`config.mk`:
```
export PLATFORM = sky130hd
export DESIGN_NAME = ase_alloc_search
export DESIGN_NICKNAME = d
export VERILOG_FILES = /design/src/rtl/ase_pkg.sv /design/src/rtl/ase_entry_classify.sv /design/src/rtl/ase_candidate.sv /design/src/rtl/ase_scan_fsm.sv /design/src/rtl/ase_alloc_search.sv
export SDC_FILE = /design/constraint.sdc
export NUM_CORES = 1
export LEC_CHECK = 0
export BUFFER_PORTS_ARGS = -buffer_cell sky130_fd_sc_hd__buf_2
export CAP_MARGIN = 20
export CORE_MARGIN = 2
export CORE_UTILIZATION = 56
export DETAILED_ROUTE_END_ITERATION = 10
export PLACE_DENSITY_LB_ADDON = 0.12
export SKIP_LAST_GASP = 1
export SYNTH_ARGS = -nofsm -noshare
export SYNTH_HDL_FRONTEND = slang
export SYNTH_SLANG_ARGS = --single-unit
```
`constraint.sdc`:
```
create_clock -name clk -period 3 [get_ports clk]
set_input_delay 0.3 -clock clk [delete_from_list [all_inputs] [get_ports clk]]
set_output_delay 0.3 -clock clk [all_outputs]
set_load 0.02 [all_outputs]
```
`src/rtl/ase_pkg.sv`:
```
package ase_pkg;

    localparam int MAC_W = 48;
    localparam int VID_W = 12;

    localparam logic [1:0] KIND_FREE  = 2'd0;
    localparam logic [1:0] KIND_ADDR  = 2'd1;
    localparam logic [1:0] KIND_VLAN  = 2'd2;
    localparam logic [1:0] KIND_VADDR = 2'd3;

    localparam logic [1:0] UT_PERSIST = 2'd0;
    localparam logic [1:0] UT_OUI     = 2'd2;

    // bit positions follow the stored table format
    typedef struct packed {
        logic [1:0]       ucast;
        logic [1:0]       kind;
        logic [VID_W-1:0] vid;
        logic [MAC_W-1:0] mac;
    } entry_t;

    typedef enum logic [1:0] {
        ST_IDLE,
        ST_SCAN,
        ST_DRAIN,
        ST_DONE
    } scan_state_e;

    localparam int CAND_MATCH = 0;
    localparam int CAND_FREE  = 1;
    localparam int CAND_AGE   = 2;
    localparam int CAND_N     = 3;

endpackage

```
`src/rtl/ase_entry_classify.sv`:
```
module ase_entry_classify
    import ase_pkg::*;
(
    input  logic [63:0]      word_i,
    input  logic [MAC_W-1:0] key_mac_i,
    input  logic [VID_W-1:0] key_vid_i,
    output logic             is_match_o,
    output logic             is_free_o,
    output logic             is_ageable_o
);
    entry_t ent;
    logic   addr_kind;

    always_comb begin
        ent          = entry_t'(word_i);
        addr_kind    = (ent.kind == KIND_ADDR) || (ent.kind == KIND_VADDR);
        is_match_o   = addr_kind && (ent.vid == key_vid_i) && (ent.mac == key_mac_i);
        is_free_o    = (ent.kind == KIND_FREE);
        is_ageable_o = addr_kind && !ent.mac[40] &&
                       (ent.ucast != UT_PERSIST) && (ent.ucast != UT_OUI);
    end
endmodule

```
`src/rtl/ase_candidate.sv`:
```
module ase_candidate #(
    parameter int IDX_W = 6
) (
    input  logic             clk,
    input  logic             rst_n,
    input  logic             clear_i,
    input  logic             hit_i,
    input  logic [IDX_W-1:0] idx_i,
    output logic             have_o,
    output logic [IDX_W-1:0] idx_o
);
    always_ff @(posedge clk or negedge rst_n) begin
        if (!rst_n) begin
            have_o <= 1'b0;
            idx_o  <= '0;
        end else if (clear_i) begin
            have_o <= 1'b0;
            idx_o  <= '0;
        end else if (hit_i && !have_o) begin
            have_o <= 1'b1;
            idx_o  <= idx_i;
        end
    end

    // the first (lowest) index seen is kept for the rest of the scan
    assert_first_kept_R6: assert property (@(posedge clk) disable iff (!rst_n)
        (have_o && !clear_i) |=> (have_o && $stable(idx_o)));
endmodule

```
`src/rtl/ase_scan_fsm.sv`:
```
module ase_scan_fsm
    import ase_pkg::*;
#(
    parameter int DEPTH = 64,
    parameter int IDX_W = 6
) (
    input  logic             clk,
    input  logic             rst_n,
    input  logic             start_i,
    input  logic             match_i,
    output logic             busy_o,
    output logic             done_o,
    output logic             clear_o,
    output logic             eval_o,
    output logic [IDX_W-1:0] eval_idx_o,
    output logic             rd_o,
    output logic [IDX_W-1:0] rd_addr_o
);
    localparam logic [IDX_W-1:0] LAST = IDX_W'(DEPTH - 1);

    scan_state_e state_q, state_d;
    logic [IDX_W-1:0] cnt_q;
    logic             pend_q;
    logic [IDX_W-1:0] pend_idx_q;

    always_ff @(posedge clk or negedge rst_n) begin
        if (!rst_n) begin
            state_q    <= ST_IDLE;
            cnt_q      <= '0;
            pend_q     <= 1'b0;
            pend_idx_q <= '0;
        end else begin
            state_q    <= state_d;
            pend_q     <= (state_q == ST_SCAN);
            pend_idx_q <= cnt_q;
            if (clear_o)
                cnt_q <= '0;
            else if (state_q == ST_SCAN && cnt_q != LAST)
                cnt_q <= cnt_q + 1'b1;
        end
    end

    always_comb begin
        state_d = state_q;
        unique case (state_q)
            ST_IDLE:  if (start_i) state_d = ST_SCAN;
            ST_SCAN: begin
                if (pend_q && match_i)  state_d = ST_DONE;
                else if (cnt_q == LAST) state_d = ST_DRAIN;
            end
            ST_DRAIN: state_d = ST_DONE;
            ST_DONE:  state_d = ST_IDLE;
            default:  state_d = ST_IDLE;
        endcase
    end

    always_comb begin
        busy_o     = (state_q == ST_SCAN) || (state_q == ST_DRAIN);
        done_o     = (state_q == ST_DONE);
        clear_o    = (state_q == ST_IDLE) && start_i;
        rd_o       = (state_q == ST_SCAN);
        rd_addr_o  = cnt_q;
        eval_o     = pend_q && busy_o;
        eval_idx_o = pend_idx_q;
    end

    assert_done_pulse_R9: assert property (@(posedge clk) disable iff (!rst_n)
        done_o |=> !done_o);
    assert_done_not_busy_R9: assert property (@(posedge clk) disable iff (!rst_n)
        !(done_o && busy_o));
    assert_read_in_scan_R2: assert property (@(posedge clk) disable iff (!rst_n)
        rd_o |-> busy_o);
    assert_addr_ascends_R2: assert property (@(posedge clk) disable iff (!rst_n)
        (rd_o && $past(rd_o)) |-> (rd_addr_o == $past(rd_addr_o) + 1'b1));
endmodule

```
`src/rtl/ase_alloc_search.sv`:
```
module ase_alloc_search
    import ase_pkg::*;
#(
    parameter int DEPTH = 64,
    parameter int IDX_W = (DEPTH > 1) ? $clog2(DEPTH) : 1
) (
    input  logic             clk,
    input  logic             rst_n,
    input  logic             start_i,
    input  logic [47:0]      mac_i,
    input  logic [11:0]      vid_i,
    input  logic             vlan_q_i,
    output logic             busy_o,
    output logic             done_o,
    output logic [IDX_W-1:0] idx_o,
    output logic             found_o,
    output logic             free_o,
    output logic             full_o,
    output logic             mem_rd_o,
    output logic [IDX_W-1:0] mem_addr_o,
    input  logic [63:0]      mem_data_i
);
    logic             clear, eval;
    logic [IDX_W-1:0] eval_idx;
    logic [MAC_W-1:0] key_mac_q;
    logic [VID_W-1:0] key_vid_q;
    logic             held_q;
    logic             c_match, c_free, c_age;
    logic [CAND_N-1:0] hit, have;
    logic [IDX_W-1:0] cidx [CAND_N];

    always_ff @(posedge clk or negedge rst_n) begin
        if (!rst_n) begin
            key_mac_q <= '0;
            key_vid_q <= '0;
            held_q    <= 1'b0;
        end else begin
            if (clear) begin
                key_mac_q <= mac_i;
                key_vid_q <= vlan_q_i ? vid_i : '0;
            end
            if (clear)       held_q <= 1'b0;
            else if (done_o) held_q <= 1'b1;
        end
    end

    ase_scan_fsm #(.DEPTH(DEPTH), .IDX_W(IDX_W)) u_fsm (
        .clk        (clk),
        .rst_n      (rst_n),
        .start_i    (start_i),
        .match_i    (c_match),
        .busy_o     (busy_o),
        .done_o     (done_o),
        .clear_o    (clear),
        .eval_o     (eval),
        .eval_idx_o (eval_idx),
        .rd_o       (mem_rd_o),
        .rd_addr_o  (mem_addr_o)
    );

    ase_entry_classify u_cls (
        .word_i       (mem_data_i),
        .key_mac_i    (key_mac_q),
        .key_vid_i    (key_vid_q),
        .is_match_o   (c_match),
        .is_free_o    (c_free),
        .is_ageable_o (c_age)
    );

    assign hit[CAND_MATCH] = eval && c_match;
    assign hit[CAND_FREE]  = eval && c_free;
    assign hit[CAND_AGE]   = eval && c_age;

    for (genvar g = 0; g < CAND_N; g++) begin : g_cand
        ase_candidate #(.IDX_W(IDX_W)) u_cand (
            .clk     (clk),
            .rst_n   (rst_n),
            .clear_i (clear),
            .hit_i   (hit[g]),
            .idx_i   (eval_idx),
            .have_o  (have[g]),
            .idx_o   (cidx[g])
        );
    end

    logic res_ok;
    always_comb begin
        res_ok  = done_o || held_q;
        found_o = res_ok && have[CAND_MATCH];
        free_o  = res_ok && !have[CAND_MATCH] && have[CAND_FREE];
        full_o  = res_ok && (have == '0);
        if (!res_ok)                idx_o = '0;
        else if (have[CAND_MATCH])  idx_o = cidx[CAND_MATCH];
        else if (have[CAND_FREE])   idx_o = cidx[CAND_FREE];
        else                        idx_o = cidx[CAND_AGE];
    end

    assert_full_alone_R8: assert property (@(posedge clk) disable iff (!rst_n)
        full_o |-> (!found_o && !free_o));
    assert_result_held_R10: assert property (@(posedge clk) disable iff (!rst_n)
        (!busy_o && !start_i) |=> ($stable(idx_o) && $stable(full_o) && $stable(found_o)));
    assert_match_ends_scan_R5: assert property (@(posedge clk) disable iff (!rst_n)
        (eval && c_match && mem_rd_o) |=> done_o);
endmodule

```
==> metrics, run 1 <==
Post-Place Setup Slack=between 0.7 and 0.8 ns; pin count of the biggest net entering global routing=52; drt pass-1 iters=5; VDD IR-drop max=between 0.0004 and 0.0005 V; dpl hpwl=between 9000 and 10000 um; routed len/inst=16.0 um; CP dominant cell by count=nand4_1; DP Cell Count=765; Synth-to-Final Area Change=21.6%; sequential share of the synthesized area=50.0%; total track usage=27.5%; Routed WL=12500 um; first-pass GRT wire length=20700 um; CTS tree=built; row cnt=33; critical path's slowest cell=dfrtp_1; Syn Inst Count=531; flip-flop and latch count after synthesis=between 90 and 100; Compound-Gate Fraction of Synth Area=4.64%; clk sinks=97; DRC viols=0; RSZ-0062 raised after global routing=false; ANT cells=0; clk_lat worst skew=0.37 ns; Avg Inst Size Synth=slightly above 9 sq um; aggregate global routing overflow=0; leading area contributor after synthesis=dfrtp_1; status=complete, no violations; Starting Density=58.5%; Crit. End Element=flop; fin area=~5900 sq um; XOR/XNOR Fraction of Synth Area=11.6%; setup TNS=0 ns; largest family of logic cells by synthesized area=simple AND/OR/NAND/NOR gates; Hold Crit Depth=3; EDFF count, synth=0; synth warn=0; Detailed Route Iter0 Violations=256; final hold violations=0; Cell Area, Placed=roughly 5700 sq um; Leak=slightly below 3 nW; Worst Max-Slew Pin Slew=0.692 ns; vias in the first global route=4257; Rel. slew slack=53.7%; Post-Route Skew=just over 0.009 ns; Yosys cell types=38; Post-Layout Cell Count=782; CP cell instances=xnor2_1 > nand4_1 > nor4_1 > nand4_1 > o31a_1 > a22o_1; Area contributors post-synth=dfrtp_1 (50%), nand2_1 (14%), xnor2_1 (11%); Hold Path Sink=key_mac_q[22]; mux contribution to synthesized area=3.71%; H-tree level count=3; number of max-cap violations=0; Reg-to-Reg End=g_cand[0].u_cand.idx_o[0]; setup slack after layout=0.734 ns; hold_sp=mac_i[22]; via/cell ratio=5.43; postcts setup bufs=0; Max Slew Vio Count=0; worst-path fanout max=6; crit path DAT=roughly 2.5 ns; Hold Slack=0.110 ns; Reg2Reg Launch Point=key_vid_q[6]; cell area after synthesis=~4900 sq um; Max Freq=441 MHz; simple-gate portion of the synthesized area=about a quarter; Core ar.=8300 sq um; ys async rst share=100%; commonest non-fill, non-tap cells in the layout=nand2_1 (177), buf_2 (143), dfrtp_1 (97); adder-cell share of the synthesized area=1.29%; most common cell after layout, fill and taps aside=nand2_1; initial antenna violation count=0; Setup CP Type=reg -> reg; min Tclk post-route=2.27 ns; Die ar.=between 9000 and 10000 sq um; Req. time, crit path=3.26 ns; antenna-violating nets left=0; CTS root buf=clkbuf_8; Tcrit/Tclk final=~76%; CTS max path bufs=2; Clock transition at path regs=roughly 0.10 ns; hold buffers post-CTS=1; CP startpoint kind=flop; power density over cell area=858 nW/um^2; Synth top area share=50.0%; R2R Setup Slk=0.73 ns; Syn Nets=664; share of layout cells above drive strength 1=25.3%; Die Span X=approximately 97 um; final setup violation count=0; hold crit path type=in -> reg; Die Ht=97.1 um; via count=4245; Finished Core Util=between 70 and 80%; overall power=5.06 mW; gpl congestion=0.840; Max stage delay on crit path=between 0.4 and 0.5 ns; worst reg-to-reg path cell count=6; Nets=805; TritonCTS Buffers=9; IO Pins=146; number of port buffers=~140; post_cts resized=0; Synth Flop Type=dfrtp_1
-- critical path, delay by kind of cell, from the launching register on --
| kind | cells | cell delay [ns] |
|---|---|---|
| DFF | 1 | 0.41 |
| AOI/OAI and AO/OA | 2 | 0.66 |
| xor gates and xnor gates | 1 | 0.24 |
| and+or+nand+nor | 3 | 0.84 |
-- layer usage --
| layer | GRT usage (%) | wire length (um) | vias to the layer above |
|---|---|---|---|
| li1 | - | - | 2047 |
| met1 | 38.0 | 5380 | 1991 |
| met2 | 44.1 | 5880 | 187 |
| met3 | 5.25 | 978 | 20 |
| met4 | 9.32 | 275 | 0 |
| met5 | 0 | 0 | - |
-- power breakdown --
part	switching, mW	internal, mW	total, mW
registers	0.399	1.78	2.18
logic	1.15	0.796	1.95
clock network	0.463	0.473	0.935
total	2.01	3.05	5.06
-- synthesized netlist by cell type, types with 2 or more instances --
library cell,instances
a21oi_1,9
a22o_1,7
buf_1,2
clkbuf_1,17
dfrtp_1,97
ha_1,5
inv_1,8
mux2i_1,18
nand2_1,178
nand3_1,17
nand4_1,28
nor2_1,36
nor2b_1,5
nor3_1,3
nor3b_1,3
nor4_1,9
nor4_4,2
o21a_1,3
o21ai_0,2
o22ai_1,2
xnor2_1,61
xor2_1,3
-- worst max-delay path by stage --
stage / to / slack (ns) / from
final: g_cand[0].u_cand.idx_o[0] / 0.73 / key_vid_q[6]
after floorplan: g_cand[2].u_cand.idx_o[0] / 1.13 / u_fsm.state_q[1]
after global routing: g_cand[0].u_cand.idx_o[0] / 0.51 / key_vid_q[6]
after CTS: g_cand[0].u_cand.idx_o[0] / 0.72 / key_vid_q[6]
after detailed placement: g_cand[0].u_cand.idx_o[1] / 0.74 / key_vid_q[6]
after global placement: g_cand[0].u_cand.idx_o[4] / 0.79 / mem_data_i[54]
-- cell families (layout without fill, tap and decap cells) --
kind of cell,after synthesis,after routing
buffers and inverters,28,174
and+or+nand+nor,288,288
AOI/OAI and AO/OA,31,31
DFF,97,97
muxes,18,18
adders and majority gates,5,5
xor gates and xnor gates,64,64
-- cell type report --
cell class	instances	area, sq um
clock buffer	10	128
clock inverter	6	90.1
fill	686	2400
inverter	8	30.0
multi-input combinational	406	2320
sequential	97	2430
tap	105	131
timing repair buffer	150	771
-- sequential cells by signal, summed over array words and instances (netlist names), 2 cells and up --
name / flops
key_vid_q: 12
u_fsm.state_q: 2
g_cand.u_cand.idx_o: 18
key_mac_q: 48
u_fsm.eval_idx_o: 6
u_fsm.rd_addr_o: 6
g_cand.u_cand.have_o: 3
(Power assumes the default switching activity.)
==> inputs of run 2 (changes only) <==
CORE_UTILIZATION = 52   (was 56)
clock period = 2.2 ns   (was 3 ns; I/O delays follow)
==> metrics, run 2 (same netlist as run 1, synthesis figures left out) <==
number of max-cap violations=0 (unchanged); via/cell ratio=5.20 (-4.2%); aggregate global routing overflow=0 (unchanged); Synth-to-Final Area Change=25.2%; status=complete, no violations; Cell Area, Placed=5740 sq um (+1.1%); CP startpoint kind=flop; Req. time, crit path=2.46 ns (-0.80 ns); Tcrit/Tclk final=95.5% (+20 points); via count=4141 (-2.4%); Die Span X=101 um (+3.6%); Crit. End Element=flop; routed len/inst=15.3 um (-4.3%); Buf/Inv on CP=0 (unchanged); initial antenna violation count=0 (unchanged); ANT cells=0 (unchanged); R2R Setup Slk=0.1 ns (-0.63 ns); fin area=6080 sq um (+3.0%); setup TNS=0 ns (unchanged); total track usage=25.4% (-2.2 points); biggest regs=key_mac_q (48), g_cand.u_cand.idx_o (18), key_vid_q (12); CTS max path bufs=2 (unchanged); antenna-violating nets left=0 (unchanged); Max Freq=476 MHz (+7.9%); clk sinks=97 (unchanged); CP dominant cell by count=nand4_1; Largest register FFs=48 (unchanged); Nets=813 (+0.99%); final setup violation count=0 (unchanged); power density over cell area=1140 nW/um^2 (+33%); share of layout cells above drive strength 1=28.5% (+3.2 points); min Tclk post-route=2.10 ns (-0.165 ns); number of port buffers=144 (unchanged); Post-Layout Cell Count=796 (+1.8%); VDD IR-drop max=0.000672 V (+40%); Fillers=781 (+14%); Routed WL=12200 um (-2.6%); DP Cell Count=777 (+1.6%); CTS tree=built; CP cell instances=xnor2_1 > nand4_1 > nor4_2 > nand4_1 > o31a_1 > a22o_1; final hold violations=0 (unchanged); Clock transition at path regs=0.10 ns (about the same); H-tree level count=3 (unchanged); Rel. slew slack=60.9% (+7.2 points); Largest Register=key_mac_q; clk_lat worst skew=0.37 ns (about the same); vias in the first global route=4183 (-1.7%); Detailed Route Iter0 Violations=200 (-22%); gpl congestion=0.900 (+7.1%); drt pass-1 iters=4 (-1); register area=2430 sq um (unchanged); crit path DAT=2.36 ns (-0.16 ns); first-pass GRT wire length=19900 um (-3.7%); TritonCTS Buffers=9 (unchanged); Post-Route Skew=0.00744 ns (-0.00181 ns); setup slack after layout=0.0995 ns (-0.635 ns); most common cell after layout, fill and taps aside=nand2_1; delay-heaviest family, CP=simple AND/OR/NAND/NOR gates; dpl hpwl=9040 um (-4.4%); DRC viols=0 (unchanged); CTS root buf=clkbuf_8; RSZ-0062 raised after global routing=true; Leak=3.07 nW (+3.7%); worst-path fanout max=6 (unchanged); Setup CP Type=reg -> reg; Post-Place Setup Slack=0.0290 ns (-0.708 ns); overall power=6.93 mW (+37%); Core ar.=9150 sq um (+10%); Max stage delay on crit path=0.41 ns (about the same); Max Slew Vio Count=0 (unchanged); commonest non-fill, non-tap cells in the layout=nand2_1 (177), buf_2 (143), dfrtp_1 (97); area of the multi-input gates=2440 sq um (+5.0%); hold crit path type=in -> reg; critical path's slowest cell=dfrtp_1; Worst Max-Slew Pin Slew=0.586 ns (-0.106 ns); Starting Density=53.0% (-5.5 points); pin count of the biggest net entering global routing=98 (+88%); IO Pins=146 (unchanged); row cnt=35 (+6.1%); Die Ht=101 um (+3.6%); Die ar.=10100 sq um (+7.4%)
-- run 2: changes by cell type in the layout (fill, tap and decap cells not counted), moves of 2 or more --
cell and delta:
buf_4 +7, bufinv_16 -2, xnor2_1 -11, nor4_2 +3, clkbuf_8 +3, xnor2_2 +11, nor4_1 -4
-- run 2: cell type report --
cell class / instances / area share [%]
multi-input combinational: 406 / 40.1
clock inverter: 4 / 0.556
sequential: 97 / 39.9
inverter: 8 / 0.494
clock buffer: 12 / 2.72
timing repair buffer: 158 / 13.9
tap: 111 / 2.29
-- run 2: worst min-delay path, stage by stage --
cell,delay (ns)
buf_2,0.07
nand2_1,0.04
nand2_1,0.04
-- run 2: per-stage QoR --
step                      hold slack (ns)  utilization, %
after floorplan                   -0.0756               -
after CTS                          0.0234            65.0
after detailed placement            0.315            62.7
final                              0.0274            66.4
after global placement              0.321            62.7
after global routing               0.0219            66.4
-- run 2: repair_timing --
item,in CTS,in global routing
resized for setup,0,16
setup buffers,0,2
endpoints found under the hold margin,97,0
endpoints found under the setup margin,0,8
hold buffers,1,0
-- run 2: path summary, 6_finish.rpt --
kind / from / to / cells after the start
worst max register to register: key_mac_q[5] / g_cand[0].u_cand.idx_o[1] / 6
min in group asynchronous: rst_n / key_mac_q[22] / 3
worst max-delay path: key_mac_q[5] / g_cand[0].u_cand.idx_o[1] / 6
worst min register to register: u_fsm.rd_addr_o[5] / u_fsm.eval_idx_o[5] / 0
max in group asynchronous: rst_n / key_vid_q[0] / 3
worst min-delay path: mac_i[20] / key_mac_q[20] / 3
-- run 2: where the power goes --
| part | internal, mW | total, mW | switching, mW |
|---|---|---|---|
| Combinational | 1.20 | 2.77 | 1.57 |
| Clock | 0.515 | 1.16 | 0.643 |
| Sequential | 2.43 | 3.00 | 0.572 |
-- run 2: routing by layer --
metal	vias up	share of wire (%)	GRT usage, %
met1	1920	45	34.9
met4	0	1.6	8.43
met5	-	0	0
met2	146	47	40.0
met3	15	6.4	5.76
li1	2060	-	-
==> inputs of run 3 (changes only) <==
GPL_TIMING_DRIVEN = 0   (was unset)
==> metrics, run 3 (same netlist as run 1, synthesis figures left out) <==
Req. time, crit path=2.44 ns (-0.02 ns); aggregate global routing overflow=0 (unchanged); VDD IR-drop max=0.000559 V (-17%); CTS tree=built; Synth-to-Final Area Change=26.2%; pin count of the biggest net entering global routing=72 (-27%); Hold Path Sink=key_mac_q[21]; TritonCTS Buffers=9 (unchanged); worst-path fanout max=6 (unchanged); number of max-cap violations=0 (unchanged); min Tclk post-route=2.14 ns (+0.0385 ns); busiest grt layer=met2; Rel. slew slack=57.7% (-3.2 points); hold crit path type=in -> reg; share of layout cells above drive strength 1=27.2% (-1.3 points); crit path DAT=2.38 ns (+0.02 ns); gpl congestion=0.886 (-1.6%); setup TNS=0 ns (unchanged); met2 usage=42.6% (+2.6 points); drt pass-1 iters=4 (unchanged); CP dominant cell by count=nand4_1; initial antenna violation count=1 (+1); Leak=3.08 nW (+0.46%); CTS root buf=clkbuf_8; Cell Area, Placed=5740 sq um (about the same); Finished Core Util=66.9% (+0.51 points); critical path's slowest cell=o31a_1; Core ar.=9150 sq um (unchanged); Detailed Route Iter0 Violations=180 (-10%); Nets=824 (+1.4%); Post-Place Setup Slack=-0.0385 ns (-0.0675 ns); biggest regs=key_mac_q (48), g_cand.u_cand.idx_o (18), key_vid_q (12); DRC viols=0 (unchanged); R2R Setup Slk=0.06 ns (-0.04 ns); Setup CP Type=reg -> reg; CP startpoint kind=flop; Fillers=792 (+1.4%); routed len/inst=16.2 um (+5.7%); Post-Layout Cell Count=806 (+1.3%); most common cell after layout, fill and taps aside=nand2_1; Largest Register=key_mac_q; first-pass GRT wire length=20900 um (+4.8%); Starting Density=53.0% (unchanged); Post-Route Skew=0.0159 ns (+0.00847 ns); ANT cells=0 (unchanged); hold_sp=mac_i[21]; Max stage delay on crit path=0.42 ns (about the same); row cnt=35 (unchanged); delay-heaviest family, CP=compound AO/OA/AOI/OAI gates; H-tree level count=3 (unchanged); worst reg-to-reg path cell count=6 (unchanged); Hold Crit Depth=3 (unchanged); RSZ-0062 raised after global routing=true; CP cell instances=xnor2_1 > nand4_1 > nor4_4 > nand4_1 > o31a_1 > a22o_1; Die Span X=101 um (unchanged); Largest register FFs=48 (unchanged); antenna-violating nets left=0 (unchanged); via/cell ratio=5.34 (+2.7%); number of port buffers=144 (unchanged); Max Slew Vio Count=0 (unchanged); IO Pins=146 (unchanged); CTS max path bufs=2 (unchanged); setup slack after layout=0.0610 ns (-0.0385 ns); commonest non-fill, non-tap cells in the layout=nand2_1 (178), buf_2 (144), dfrtp_1 (97); status=complete, no violations; Reg2Reg Launch Point=key_vid_q[3]; Max Freq=468 MHz (-1.8%); fin area=6120 sq um (+0.76%); M1 GR Usage=37.6% (+2.7 points); Buf/Inv on CP=0 (unchanged); final hold violations=0 (unchanged); dpl hpwl=10100 um (+11%); Die ar.=10100 sq um (unchanged); Worst Max-Slew Pin Slew=0.630 ns (+0.0433 ns); Routed WL=13100 um (+7.1%); clk_lat worst skew=0.36 ns (about the same); total track usage=26.7% (+1.3 points); Tcrit/Tclk final=97.2% (+1.8 points); DP Cell Count=787 (+1.3%); Clock transition at path regs=0.10 ns (about the same); clk sinks=97 (unchanged); final setup violation count=0 (unchanged); GRT met3 Usage=4.58% (-1.2 points); Reg-to-Reg End=g_cand[0].u_cand.idx_o[2]; vias in the first global route=4210 (+0.65%); power density over cell area=1150 nW/um^2 (+0.49%); Crit. End Element=flop; via count=4306 (+4.0%); Die Ht=101 um (unchanged)
-- run 3: changes by cell type in the layout (fill, tap and decap cells not counted), moves of 2 or more --
cell	change
clkbuf_1	+18
buf_4	-8
inv_6	-2
clkbuf_8	-3
xnor2_1	-4
xnor2_2	+4
-- run 3: power breakdown --
part | switching (mW) | leakage, nW | internal, mW | total [mW]
combinational | 1.64 | 1.74 | 1.21 | 2.85
clock | 0.615 | 0.0896 | 0.526 | 1.14
sequential | 0.596 | 1.25 | 2.43 | 3.02
total | 2.85 | 3.08 | 4.16 | 7.01
-- run 3: metal layers --
metal  routed length [um]  vias to the layer above
met2                 6160                      168
met4                  200                        0
met3                  930                       17
met5                    0                        -
li1                     -                     2078
met1                 5770                     2043
-- run 3: timing repair --
action,CTS,global route
pin swaps,0,19
hold endpoints to repair,26,0
setup buffers,0,4
setup endpoints to repair,6,21
hold buffers,1,0
gates resized for setup,2,21
-- run 3: tightest hold or removal path: stages --
cell and delay [ns]:
buf_2 0.07, nand2_1 0.04, nand2_1 0.04
-- run 3: worst max path at each step --
stage                          start                         to  slack (ns)  cells past startpoint
finish                  key_vid_q[3]  g_cand[0].u_cand.idx_o[2]        0.06                      6
global route           key_mac_q[14]  g_cand[0].u_cand.idx_o[2]       -0.04                      6
CTS                    key_mac_q[42]  g_cand[0].u_cand.idx_o[2]        0.02                      6
detailed placement     key_mac_q[42]  g_cand[0].u_cand.idx_o[1]       -0.04                      6
global placement               rst_n              key_mac_q[44]       -0.07                      1
floorplan           u_fsm.state_q[1]  g_cand[2].u_cand.idx_o[0]        0.33                      6
-- run 3: through the flow --
stage / hold WS, ns / power [mW]
6_report: 0.0417 / 7.01
5_1_grt: 0.0335 / 7.50
4_1_cts: 0.0350 / 6.84
3_5_place_dp: 0.168 / 5.69
3_3_place_gp: 0.411 / 5.57
2_1_floorplan: -0.0756 / 4.80
-- run 3: area by class of cell --
class	count	area (sq um)	area share, %
clock inverter	4	55.1	0.899
tap	111	139	2.27
timing repair buffer	150	791	12.9
inverter	8	30.0	0.490
sequential	97	2430	39.6
buffer	19	73.8	1.21
multi-input combinational	406	2480	40.4
clock buffer	11	131	2.15
